File: src/rtl/amsel_pkg.sv
package amsel_pkg;

    localparam int ENTRIES = 16;
    localparam int IDX_W   = $clog2(ENTRIES);
    localparam int TROW_W  = 5;
    localparam int TCOL_W  = 4;

    typedef enum logic [1:0] {
        SCH_CBRD = 2'd0,
        SCH_CRBD = 2'd1,
        SCH_CBDR = 2'd2,
        SCH_RSVD = 2'd3
    } scheme_e;

    typedef enum logic [1:0] {
        ST_IDLE = 2'd0,
        ST_SCAN = 2'd1,
        ST_FIN  = 2'd2
    } state_e;

    typedef struct packed {
        logic [TROW_W-1:0] rows;
        logic [TCOL_W-1:0] cols;
        scheme_e           kind;
    } entry_t;

    function automatic entry_t mk(input int r, input int c, input scheme_e k);
        entry_t e;
        e.rows = TROW_W'(r);
        e.cols = TCOL_W'(c);
        e.kind = k;
        return e;
    endfunction

    function automatic entry_t entry_at(input logic [IDX_W-1:0] i);
        entry_t e;
        case (i)
            4'd0:    e = mk(13, 10, SCH_CBRD);
            4'd1:    e = mk(14, 10, SCH_CBRD);
            4'd2:    e = mk(15, 10, SCH_CBRD);
            4'd3:    e = mk(16, 10, SCH_CBRD);
            4'd4:    e = mk(14, 11, SCH_CBRD);
            4'd5:    e = mk(15, 11, SCH_CBRD);
            4'd6:    e = mk(16, 11, SCH_CBRD);
            4'd7:    e = mk(13,  9, SCH_CBRD);
            4'd8:    e = mk(14,  9, SCH_CBRD);
            4'd9:    e = mk(15,  9, SCH_CBRD);
            4'd10:   e = mk(16,  9, SCH_CBRD);
            4'd11:   e = mk(15, 10, SCH_CRBD);
            4'd12:   e = mk(14, 11, SCH_CRBD);
            4'd13:   e = mk(13, 10, SCH_CRBD);
            4'd14:   e = mk(16, 10, SCH_CBDR);
            default: e = mk(16,  9, SCH_CBDR);
        endcase
        return e;
    endfunction

endpackage

File: src/rtl/amsel_table.sv
module amsel_table
    import amsel_pkg::*;
#(
    parameter int COL_W = 4,
    parameter int ROW_W = 5
) (
    input  logic [IDX_W-1:0] idx,
    output logic [COL_W-1:0] ent_cols,
    output logic [ROW_W-1:0] ent_rows,
    output scheme_e          ent_kind
);

    entry_t e;

    always_comb begin
        e        = entry_at(idx);
        ent_cols = COL_W'(e.cols);
        ent_rows = ROW_W'(e.rows);
        ent_kind = e.kind;
    end

endmodule

File: src/rtl/amsel_match.sv
module amsel_match
    import amsel_pkg::*;
#(
    parameter int COL_W = 4,
    parameter int ROW_W = 5
) (
    input  scheme_e          req_kind,
    input  logic [COL_W-1:0] req_cols,
    input  logic [ROW_W-1:0] req_rows,
    input  scheme_e          ent_kind,
    input  logic [COL_W-1:0] ent_cols,
    input  logic [ROW_W-1:0] ent_rows,
    output logic             hit
);

    logic cols_eq;
    logic cols_le;
    logic rows_eq;
    logic rows_le;

    always_comb begin
        cols_eq = (ent_cols == req_cols);
        cols_le = (ent_cols <= req_cols);
        rows_eq = (ent_rows == req_rows);
        rows_le = (ent_rows <= req_rows);
        hit     = 1'b0;
        if (ent_kind == req_kind) begin
            unique case (req_kind)
                SCH_CBRD: hit = cols_eq && rows_eq;
                SCH_CRBD: hit = cols_eq && rows_le;
                SCH_CBDR: hit = cols_eq || (cols_le && rows_eq);
                default:  hit = 1'b0;
            endcase
        end
    end

endmodule

File: src/rtl/addrmap_cfg_select.sv
module addrmap_cfg_select
    import amsel_pkg::*;
#(
    parameter int COL_W = 4,
    parameter int ROW_W = 5
) (
    input  logic             clk,
    input  logic             rst_n,
    input  logic             start,
    input  logic [COL_W-1:0] col_cnt,
    input  logic [ROW_W-1:0] row_cnt,
    input  logic             half_bus,
    input  logic [1:0]       scheme,
    output logic             done,
    output logic [IDX_W-1:0] cfg_index,
    output logic             not_found
);

    localparam logic [IDX_W-1:0] LAST = IDX_W'(ENTRIES - 1);

    state_e           state_q, state_d;
    logic [IDX_W-1:0] cursor_q;
    logic [COL_W-1:0] cols_q;
    logic [ROW_W-1:0] rows_q;
    scheme_e          scheme_q;
    logic [IDX_W-1:0] index_q;
    logic             miss_q;

    logic [COL_W-1:0] ent_cols;
    logic [ROW_W-1:0] ent_rows;
    scheme_e          ent_kind;
    logic             hit;

    amsel_table #(.COL_W(COL_W), .ROW_W(ROW_W)) u_table (
        .idx      (cursor_q),
        .ent_cols (ent_cols),
        .ent_rows (ent_rows),
        .ent_kind (ent_kind)
    );

    amsel_match #(.COL_W(COL_W), .ROW_W(ROW_W)) u_match (
        .req_kind (scheme_q),
        .req_cols (cols_q),
        .req_rows (rows_q),
        .ent_kind (ent_kind),
        .ent_cols (ent_cols),
        .ent_rows (ent_rows),
        .hit      (hit)
    );

    // State register
    always_ff @(posedge clk or negedge rst_n) begin
        if (!rst_n) state_q <= ST_IDLE;
        else        state_q <= state_d;
    end

    // Next state
    always_comb begin
        state_d = state_q;
        unique case (state_q)
            ST_IDLE: if (start) state_d = ST_SCAN;
            ST_SCAN: if (hit || cursor_q == LAST) state_d = ST_FIN;
            ST_FIN:  state_d = ST_IDLE;
            default: state_d = ST_IDLE;
        endcase
    end

    // Request latch, cursor and result registers
    always_ff @(posedge clk or negedge rst_n) begin
        if (!rst_n) begin
            cursor_q <= '0;
            cols_q   <= '0;
            rows_q   <= '0;
            scheme_q <= SCH_CBRD;
            index_q  <= '0;
            miss_q   <= 1'b0;
        end else begin
            if (state_q == ST_IDLE && start) begin
                cursor_q <= '0;
                cols_q   <= half_bus ? (col_cnt - COL_W'(1)) : col_cnt;
                rows_q   <= row_cnt;
                scheme_q <= scheme_e'(scheme);
            end else if (state_q == ST_SCAN) begin
                if (hit) begin
                    index_q <= cursor_q;
                    miss_q  <= 1'b0;
                end else if (cursor_q == LAST) begin
                    index_q <= '0;
                    miss_q  <= 1'b1;
                end else begin
                    cursor_q <= cursor_q + IDX_W'(1);
                end
            end
        end
    end

    // Outputs
    always_comb begin
        done      = (state_q == ST_FIN);
        cfg_index = index_q;
        not_found = miss_q;
    end

    // completion is a single-cycle pulse
    a_r8_done_pulse: assert property (@(posedge clk) disable iff (!rst_n)
        done |=> !done);

    // a hit from the comparator ends the scan on the next edge
    a_r6_hit_ends_scan: assert property (@(posedge clk) disable iff (!rst_n)
        (state_q == ST_SCAN && hit) |=> (done && !not_found && cfg_index == $past(cursor_q)));

    // a miss reports index zero
    a_r7_miss_index_zero: assert property (@(posedge clk) disable iff (!rst_n)
        (done && not_found) |-> (cfg_index == '0));

    // the reserved scheme never produces a hit
    a_r5_reserved_miss: assert property (@(posedge clk) disable iff (!rst_n)
        (done && scheme_q == SCH_RSVD) |-> not_found);

    // results only change when a scan writes them
    a_r10_result_hold: assert property (@(posedge clk) disable iff (!rst_n)
        (state_q != ST_SCAN) |=> ($stable(cfg_index) && $stable(not_found)));

    // a start during a scan does not restart it
    a_r9_busy_start: assert property (@(posedge clk) disable iff (!rst_n)
        (state_q == ST_SCAN && start && !hit && cursor_q != LAST) |=> (cursor_q == $past(cursor_q) + IDX_W'(1)));

endmodule

File: config.mk
export PLATFORM = sky130hd
export DESIGN_NAME = addrmap_cfg_select
export DESIGN_NICKNAME = d
export VERILOG_FILES = /design/src/rtl/amsel_pkg.sv /design/src/rtl/amsel_table.sv /design/src/rtl/amsel_match.sv /design/src/rtl/addrmap_cfg_select.sv
export SDC_FILE = /design/constraint.sdc
export NUM_CORES = 1
export LEC_CHECK = 0
export BUFFER_PORTS_ARGS = -buffer_cell sky130_fd_sc_hd__buf_2
export CELL_PAD_IN_SITES_DETAIL_PLACEMENT = 1
export CELL_PAD_IN_SITES_GLOBAL_PLACEMENT = 2
export CORE_ASPECT_RATIO = 0.75
export CORE_MARGIN = 2
export CORE_UTILIZATION = 35
export DETAILED_ROUTE_END_ITERATION = 8
export GPL_TIMING_DRIVEN = 0
export PLACE_DENSITY = 0.78
export SLEW_MARGIN = 5
export SYNTH_ARGS = -nofsm -noshare
export SYNTH_HDL_FRONTEND = slang
export SYNTH_HIERARCHICAL = 1
export SYNTH_SLANG_ARGS = --single-unit
File: constraint.sdc
create_clock -name clk -period 3.5 [get_ports clk]
set_input_delay 0 -clock clk [delete_from_list [all_inputs] [get_ports clk]]
set_output_delay 0 -clock clk [all_outputs]
set_load 0.1 [all_outputs]
======== After elaboration in Yosys (flattened, before gate mapping) ========
Memories as Yosys holds them, arrays and structs flattened.
Index checks and enable logic that the tools add are counted.
storage, ports and cells
  bits in registers ....................... 22
  latch bits .............................. 0
  memory bits (writable) .................. 0
  ROM bits ................................ 144
  input bits .............................. 15
  output and inout port bits .............. 6
  word-level logic and storage cells ...... 52
  memories ................................ 1
memory list
  name              depth  bits a word  rd ports  clocked after memory_dff  write ports  line             source
  (name not given)  16     9            1         0                         0            amsel_pkg.sv:37  case (i)
operators by class
  add/sub/neg operators ................... 2
  multipliers ............................. 0
  div/mod/pow operators ................... 0
  magnitude comparators ................... 2
  eq/ne operators ......................... 12
  shift operators ......................... 0
  multiplexer cells ....................... 14
  bitwise operators ....................... 1
  reduce and logical (&&, ||, !) cells .... 13
operator list
  operator             count
  $mux 4               7
  $ne 2x2->1 const B   3
  $reduce_and 3->1     2
  $eq 5x5->1           1
  $le 5x5->1           1
  $add 4x1->4 const B  1
  $eq 2x1->1 const B   2
  $eq 2x2->1 const B   2
  $eq 4x4->1           1
  $eq 4x4->1 const B   1
  $le 4x4->1           1
  $logic_and 1x1->1    4
  $logic_not 2->1      2
  $mux 2               2
  $pmux 2 s2           1
  $reduce_bool 2->1    2
  $sub 4x1->4 const B  1
  $mux 1               3
  $pmux 1 s3           1
  $eq 2x2->1           1
  $logic_or 1x1->1     2
  $ne 2x1->1 const B   1
  $reduce_and 2->1     1
  $not 1->1            1

======== Longest topological paths before layout ========
Gate-level depths: netlist of the first run.
An unclocked memory read counts as a cell.
  depth in word-level cells ............... 9
  gate-level depth with buffers ........... 15
  depth with buffers taken out ............ 14

======== Hierarchy ========
The synthesis of the first run kept the hierarchy.
modules (own cells, without submodules)
  module              instances  cells each  area each (um^2)  seq. area each (um^2)
  addrmap_cfg_select  1          94          994.7             550.5
  amsel_table         1          39          295.3             0.0
  amsel_match         1          37          276.5             0.0

======== Worst setup path after synthesis of the first run ========
OpenSTA, ideal clock, no wires.
  kind .................................... reg-to-reg
  start point ............................. register cursor_q[0]
  end point ............................... register cursor_q[0]
  library setup time ...................... 0.138 ns
  arrival ................................. 2.969 ns
  data required time ...................... 3.362 ns
  setup slack ............................. 0.393 ns
  stages on the path, launching flop included .. 15
  cell sequence ........................... dfrtp_1 inv_1 ha_1 mux2_2 o21ai_0 buf_4 ha_1 and4_1 a211oi_1 a211oi_2 a31oi_1 o31ai_2 nor3b_2 nand2b_1 mux2i_1
on the way
  word-level cells in the longest chain between the ends .. 8
RTL lines
  what                                                                line                      source
  from (decl)                                                         addrmap_cfg_select.sv:22  logic [IDX_W-1:0] cursor_q;
  from (signal assigned)                                              addrmap_cfg_select.sv:91  cursor_q <= cursor_q + IDX_W'(1);
  $mem_v2 16x9 (*)                                                    -
  via ent_rows[2]                                                     addrmap_cfg_select.sv:30  logic [ROW_W-1:0] ent_rows;
  parallel branches: the longest is 3 deep, another holds $le 5x5->1  -
  $pmux 1 s3 (*)                                                      amsel_match.sv:28         unique case (req_kind)
  $mux 1 (*)                                                          amsel_match.sv:27         if (ent_kind == req_kind) begin
  via hit                                                             addrmap_cfg_select.sv:32  logic hit;
  $ne 2x1->1 (no source line) (*)                                     -
  $reduce_and 3->1 (no source line) (*)                               -
Mark *: on every way through the listed nets, which the timed path passes. The select of a mux whose other input is x is not followed.
A chain may end at the register's enable or synchronous reset.

======== Worst setup path after layout of the first run ========
  start point ............................. register cursor_q[1]
  end point ............................... register index_q[3], in the netlist cfg_index[3]
on the way
  word-level cells in the longest chain between the ends .. 8
RTL lines
  what                                                                line                      source
  $mem_v2 16x9 (*)                                                    -
  via ent_rows[4]                                                     addrmap_cfg_select.sv:30
  parallel branches: the longest is 3 deep, another holds $le 5x5->1  -
  $pmux 1 s3 (*)                                                      amsel_match.sv:28
  $mux 1 (*)                                                          amsel_match.sv:27
  via hit                                                             addrmap_cfg_select.sv:32
  $reduce_bool 2->1 (no source line)                                  -
  $reduce_and 3->1 (no source line)                                   -
  to (signal assigned)                                                addrmap_cfg_select.sv:85  index_q <= cursor_q;
  to (decl)                                                           addrmap_cfg_select.sv:26  logic [IDX_W-1:0] index_q;
Mark *: on every way through the listed nets, which the timed path passes.

==> run metrics, run 1 <==
power share of the clock group 0.125; Die Width 81.3 microns; Worst Setup End Kind flip-flop; Placement Setup Slack -0.196 ns; Slew HR 0.650; Via Count 1,316; area of the multi-input gates 895 sq um; Core Region 4390 sq um; post-synthesis mux area share 0.0519; skew final 0.00633 ns; fillcell total 517; hpwl dp 2860 microns; slowest CP cell dfrtp_2; Starting Density 0.357; largest net degree at the start of global routing 23; clock root cell clkbuf_8; Post-Syn Nets 201; RePlAce Congestion 0.818; H-Tree Level Count 1; Seq cells post-synth 22; synth unique cells 38; status finished clean; YS warnings 6; register area 553 sq um; Die ar. 5030 sq um; CP Launch Type flip-flop; initial DRC count 17; Compound-Gate Fraction of Synth Area 0.150; CP Class reg -> reg; post-route cell area 1970 sq um; later-pin clock latency in the skew report 0.27 ns; via/cell ratio 4.95; Core Rows 21; Period minus WS final 3.25 ns; Critical Path RT 3.66 ns; worst min path class in -> reg; DR pass1 iterations 4; dpl cell area 1740 sq um; Comb power frac 0.630; initial antenna violation count 0; maxcap violations 0; I/O pins 21; drt wl/cell 14.5 microns; global-route wire length before repair 6290 microns; synth cell count leaders nand2_1, dfrtp_1, inv_1; fraction of registers with async set/reset 1.00; Syn Area/Cell 9.21 sq um; Area contributors post-synth dfrtp_1, ha_1, nand2_1; WP data arrival 3.41 ns; Ant. Diodes 0; clk slew on worst S/H paths 0.08 ns; CTS buffer count 3; CP top delay family compound AO/OA/AOI/OAI gates; Internal Power 0.00103 W; Tightest Pin Transition 0.525 ns; CTS Sinks 22; fin crit share 0.930; largest family of logic cells by synthesized area simple AND/OR/NAND/NOR gates; Synth Area in Adders 0.128; Min Hold Slack 0.0167 ns; share of cells above drive strength 1 0.287; Yosys top cell by area dfrtp_1; XOR/XNOR Fraction of Synth Area 0.0224; RSZ-0062 raised after global routing no; final setup TNS 0 ns; PwrDens 997 nW/um^2; share of the yosys chip area belonging to registers 0.351; count leader, synth nand2_1; GRT overflow 0; DRC 0; Critical Path Fanout Max 9; Clock Tree Buf Depth 2; register share of total power 0.245; wirelength, routed 3860 microns; Cell Area, Synth 1570 sq um; global-route usage over all layers 0.167; P_sw 0.000928 W; Leak Pwr 0.986 nW; DRT antenna net count 0; fin worst setup slack 0.245 ns; Fmax 307 MHz; Final #Nets 241; Hold Vio Cnt, Final 0; TritonCTS clock tree yes; worst-path cell chain ha_1 -> nor2b_1 -> a211oi_1 -> a21oi_1 -> ha_1 -> and4_4 -> nand2_1 -> o31ai_2 -> a31oi_1 -> o31ai_2 -> o21ai_1 -> a22o_1; Yosys top cell area share 0.351; number of synthesized flops with an enable pin 0; fin. max-slew vios 0; sw frac 0.473; Worst VDD drop 0.382 mV; Post-Syn Instances 170; vias in the first global route 1,321; Die Y 61.9 microns; IO buf count 20; Synth Flop Type dfrtp_1; Worst path max stage delay 0.48 ns; layout overhead on the synthesized area 25.5%; final setup fails 0; Buf/Inv on CP 0; Post-Synth Simple-Gate Area 0.200
==> through the flow <==
| step | instances | util | total power (W) |
|---|---|---|---|
| finish | 266 | 0.448 | 0.00196 |
| global route | 266 | 0.448 | 0.00213 |
| global placement | 247 | 0.396 | 0.00150 |
| floorplan | 170 | - | 0.00131 |
| CTS | 259 | 0.431 | 0.00183 |
| detailed placement | 247 | 0.396 | 0.00156 |
==> cells by family (layout without fill, tap and decap cells) <==
kind of cell	count (synthesis)	count (layout)
adders and majority gates	16	16
DFF	22	22
AOI/OAI and AO/OA	33	33
other	2	2
xor gates and xnor gates	4	4
and+or+nand+nor	59	59
muxes	8	8
buffers and inverters	26	65
==> repair_timing <==
item                                   4_1_cts  5_1_grt
pin swaps                                    0        3
endpoints found under the hold margin       29        0
gates resized for setup                      2        6
hold buffers                                 8        0
setup endpoints to repair                   11       11
cloned                                       0        0
setup buffers                                0        7
==> state kept, by name, indices dropped and copies added, names as in the netlist <==
name,count
rows_q,5
cols_q,4
state_q,2
not_found,1
cursor_q,4
scheme_q,2
cfg_index,4
==> worst min-delay path: stages <==
cell and delay [ns]:
buf_2 0.08, xnor2_1 0.07, o21ai_2 0.10
==> layout by cell type, fill, tap and decap left out, types with 2 or more instances in the layout <==
cell type and count:
nor3b_2 3, a211oi_2 3, mux2i_1 7, conb_1 2, dlygate4sd3_1 8, o31ai_2 2, a31oi_1 2, o21ai_2 6
buf_4 11, nor2_1 3, dfrtp_2 2, nand4_1 3, a21oi_1 8, clkbuf_8 3, nand2_1 34, dfrtp_1 20
ha_1 16, a22o_1 4, xnor2_1 3, nor3_1 2, o21ai_1 2, buf_6 4, inv_1 18, nand3_1 2
nor2b_1 3, buf_2 20
==> layout make-up <==
cell class              count  share of cell area
multi-input cells         122               0.455
flip-flops and latches     22               0.281
clock inverters             1              0.0153
inverters                  18              0.0344
well taps                  57              0.0363
plain buffers               8              0.0382
clock buffers               3              0.0210
repair buffers             35               0.118
==> final timing paths <==
| kind | from | end | slack (ns) | cells past startpoint |
|---|---|---|---|---|
| min in group asynchronous | rst_n | cursor_q[2] | 0.25 | 2 |
| max reg2reg | cursor_q[1] | cfg_index[3] | 0.25 | 12 |
| min | col_cnt[3] | cols_q[3] | 0.02 | 3 |
| min reg2reg | rows_q[2] | rows_q[2] | 0.49 | 2 |
| max | cursor_q[1] | cfg_index[3] | 0.25 | 12 |
| max in group asynchronous | rst_n | cursor_q[0] | 2.87 | 2 |
==> layer usage <==
| layer | share of wire | track usage |
|---|---|---|
| met1 | 0.48 | 0.212 |
| met2 | 0.49 | 0.296 |
| met3 | 0.024 | 0.0376 |
| met4 | 0.0052 | 0.0363 |
| met5 | 0 | 0 |
==> power by group through the flow <==
stage / Combinational [W] / Sequential [W] / Clock, W
after floorplan: 0.000694 / 0.000616 / 0
after global placement: 0.00101 / 0.000490 / 0
after detailed placement: 0.00107 / 0.000497 / 0
after CTS: 0.00109 / 0.000494 / 0.000250
after global routing: 0.00137 / 0.000499 / 0.000261
final: 0.00123 / 0.000480 / 0.000246
Note: power is estimated with default switching activity, not from simulation.
==> inputs of run 2 (changes only) <==
--- a/config.mk
+++ b/config.mk
@@ -14,6 +14,7 @@
 export DETAILED_ROUTE_END_ITERATION = 8
 export GPL_TIMING_DRIVEN = 0
 export PLACE_DENSITY = 0.78
+export RECOVER_POWER = 25
 export SLEW_MARGIN = 5
 export SYNTH_ARGS = -nofsm -noshare
 export SYNTH_HDL_FRONTEND = slang
==> run metrics, run 2 (synthesized netlist as in run 1, its figures left out) <==
worst min path class in -> reg; area of the multi-input gates 895 sq um (unchanged); most common cell after layout, fill and taps aside nand2_1; status finished clean; Clock Tree Buf Depth 2 (unchanged); global-route usage over all layers 0.167 (unchanged); Starting Density 0.357 (unchanged); Hold Vio Cnt, Final 0 (unchanged); global-route wire length before repair 6290 microns (unchanged); CTS Sinks 22 (unchanged); CTS buffer count 3 (unchanged); Slew HR 0.163 (-0.487); CP startpoint cursor_q[1]; final setup fails 0 (unchanged); Tightest Pin Transition 1.26 ns (+0.731 ns); Worst Hold Path Cells 3 (unchanged); Ant. Diodes 0 (unchanged); layout overhead on the synthesized area 25.4% (about the same); Die ar. 5030 sq um (unchanged); placed insts 247 (unchanged); drt wl/cell 14.5 microns (about the same); register area 553 sq um (unchanged); Critical Path Fanout Max 9 (unchanged); CP Launch Type flip-flop; initial DRC count 17 (unchanged); RePlAce Congestion 0.818 (unchanged); Critical Path RT 3.66 ns (about the same); crit path to cfg_index[3]; Via Count 1,319 (+0.23%); Fmax 307 MHz (about the same); worst r2r src cursor_q[1]; slowest CP cell dfrtp_2; hpwl dp 2860 microns (unchanged); largest net degree at the start of global routing 23 (unchanged); Final #Nets 241 (unchanged); fin. max-slew vios 0 (unchanged); fin crit share 0.930 (about the same); Die Y 61.9 microns (unchanged); worst-path cell chain ha_1 -> nor2b_1 -> a211oi_1 -> a21oi_1 -> ha_1 -> and4_4 -> nand2_1 -> o31ai_2 -> a31oi_1 -> o31ai_2 -> o21ai_1 -> a22o_1; DR pass1 iterations 4 (unchanged); PwrDens 998 nW/um^2 (about the same); wirelength, routed 3870 microns (about the same); later-pin clock latency in the skew report 0.27 ns (about the same); share of cells above drive strength 1 0.282 (-0.00478); Period minus WS final 3.25 ns (-0.000338 ns); Top reg by flops rows_q; TritonCTS clock tree yes; RSZ-0062 raised after global routing no; Core Rows 21 (unchanged); I/O pins 21 (unchanged); GRT overflow 0 (unchanged); clk slew on worst S/H paths 0.08 ns (about the same); initial antenna violation count 0 (unchanged); IO buf count 20 (unchanged); reg2reg path depth 12 (unchanged); R2R Path End cfg_index[3]; DRT antenna net count 0 (unchanged); Min Hold Slack 0.0165 ns (-0.000218 ns); Die Width 81.3 microns (unchanged); maxcap violations 0 (unchanged); fillcell total 518 (+0.19%); H-Tree Level Count 1 (unchanged); max reg flops 5 (unchanged); Core Region 4390 sq um (unchanged); Worst path max stage delay 0.48 ns (about the same); Worst Setup End Kind flip-flop; skew final 0.00615 ns (-0.000185 ns); Worst VDD drop 0.382 mV (about the same); via/cell ratio 4.96 (+0.23%); non-filler cells, final 266 (unchanged); vias in the first global route 1,321 (unchanged); commonest non-fill, non-tap cells in the layout nand2_1, dfrtp_1, buf_2; clock root cell clkbuf_8; CP Class reg -> reg; WP data arrival 3.41 ns (about the same); reg-to-reg setup timing slack 0.25 ns (about the same); Leak Pwr 0.984 nW (-0.28%); DRC 0 (unchanged)
run 2: cell count changes in the layout (fill, tap and decap cells not counted):
cell	previous run	this run
buf_2	20	19
clkbuf_1	0	1
run 2: per-layer routing:
metal  vias up  share of wire  global-route usage
met2        18           0.49               0.296
met3         2          0.024              0.0376
li1        660              -                   -
met1       639           0.48               0.212
met5         -              0                   0
met4         0         0.0052              0.0363
run 2: worst min-delay path by stage:
stage	endpoint	startpoint	slack (ns)
floorplan	cfg_index[0]	rst_n	-0.30
global placement	cfg_index[1]	rst_n	0.0008
detailed placement	cfg_index[3]	rst_n	0.01
CTS	cols_q[3]	col_cnt[3]	0.01
global route	cols_q[2]	col_cnt[2]	0.03
finish	cols_q[3]	col_cnt[3]	0.02
run 2: layout make-up:
type | count | share of cell area
Buffer | 8 | 0.0382
Clock buffer | 3 | 0.0210
Clock inverter | 1 | 0.0153
Inverter | 18 | 0.0344
Multi-Input combinational cell | 122 | 0.455
Sequential cell | 22 | 0.282
Tap cell | 57 | 0.0363
Timing Repair Buffer | 35 | 0.118
run 2: critical path: cells and delay by family (launching register included):
kind,cells,cell delay [ns]
AOI/OAI and AO/OA,7,1.59
adders and majority gates,2,0.59
DFF,1,0.48
and+or+nand+nor,3,0.47
run 2: repair_timing:
item                       4_1_cts  5_1_grt
hold endpoints to repair        29        0
setup endpoints to repair       11       11
setup buffers                    0        7
resized for setup                2        6
pin swaps                        0        3
hold buffers                     8        0
run 2: through the flow:
| step | TNS [ns] | power (W) | setup WS (ns) | area (sq um) | util |
|---|---|---|---|---|---|
| 6_report | 0 | 0.00196 | 0.246 | 1960 | 0.448 |
| 5_1_grt | 0 | 0.00213 | 0.0293 | 1960 | 0.448 |
| 4_1_cts | 0 | 0.00183 | 0.0155 | 1890 | 0.431 |
| 3_5_place_dp | -0.950 | 0.00156 | -0.196 | 1740 | 0.396 |
| 3_3_place_gp | -0.342 | 0.00150 | -0.129 | 1740 | 0.396 |
| 2_1_floorplan | 0 | 0.00131 | 0.393 | 1570 | - |
run 2: power by group:
part	total, W	leakage (nW)	internal (W)	switching [W]
sequential	0.000480	0.272	0.000368	0.000112
combinational	0.00123	0.676	0.000511	0.000723
clock	0.000246	0.0357	0.000153	0.0000929
total	0.00196	0.984	0.00103	0.000928
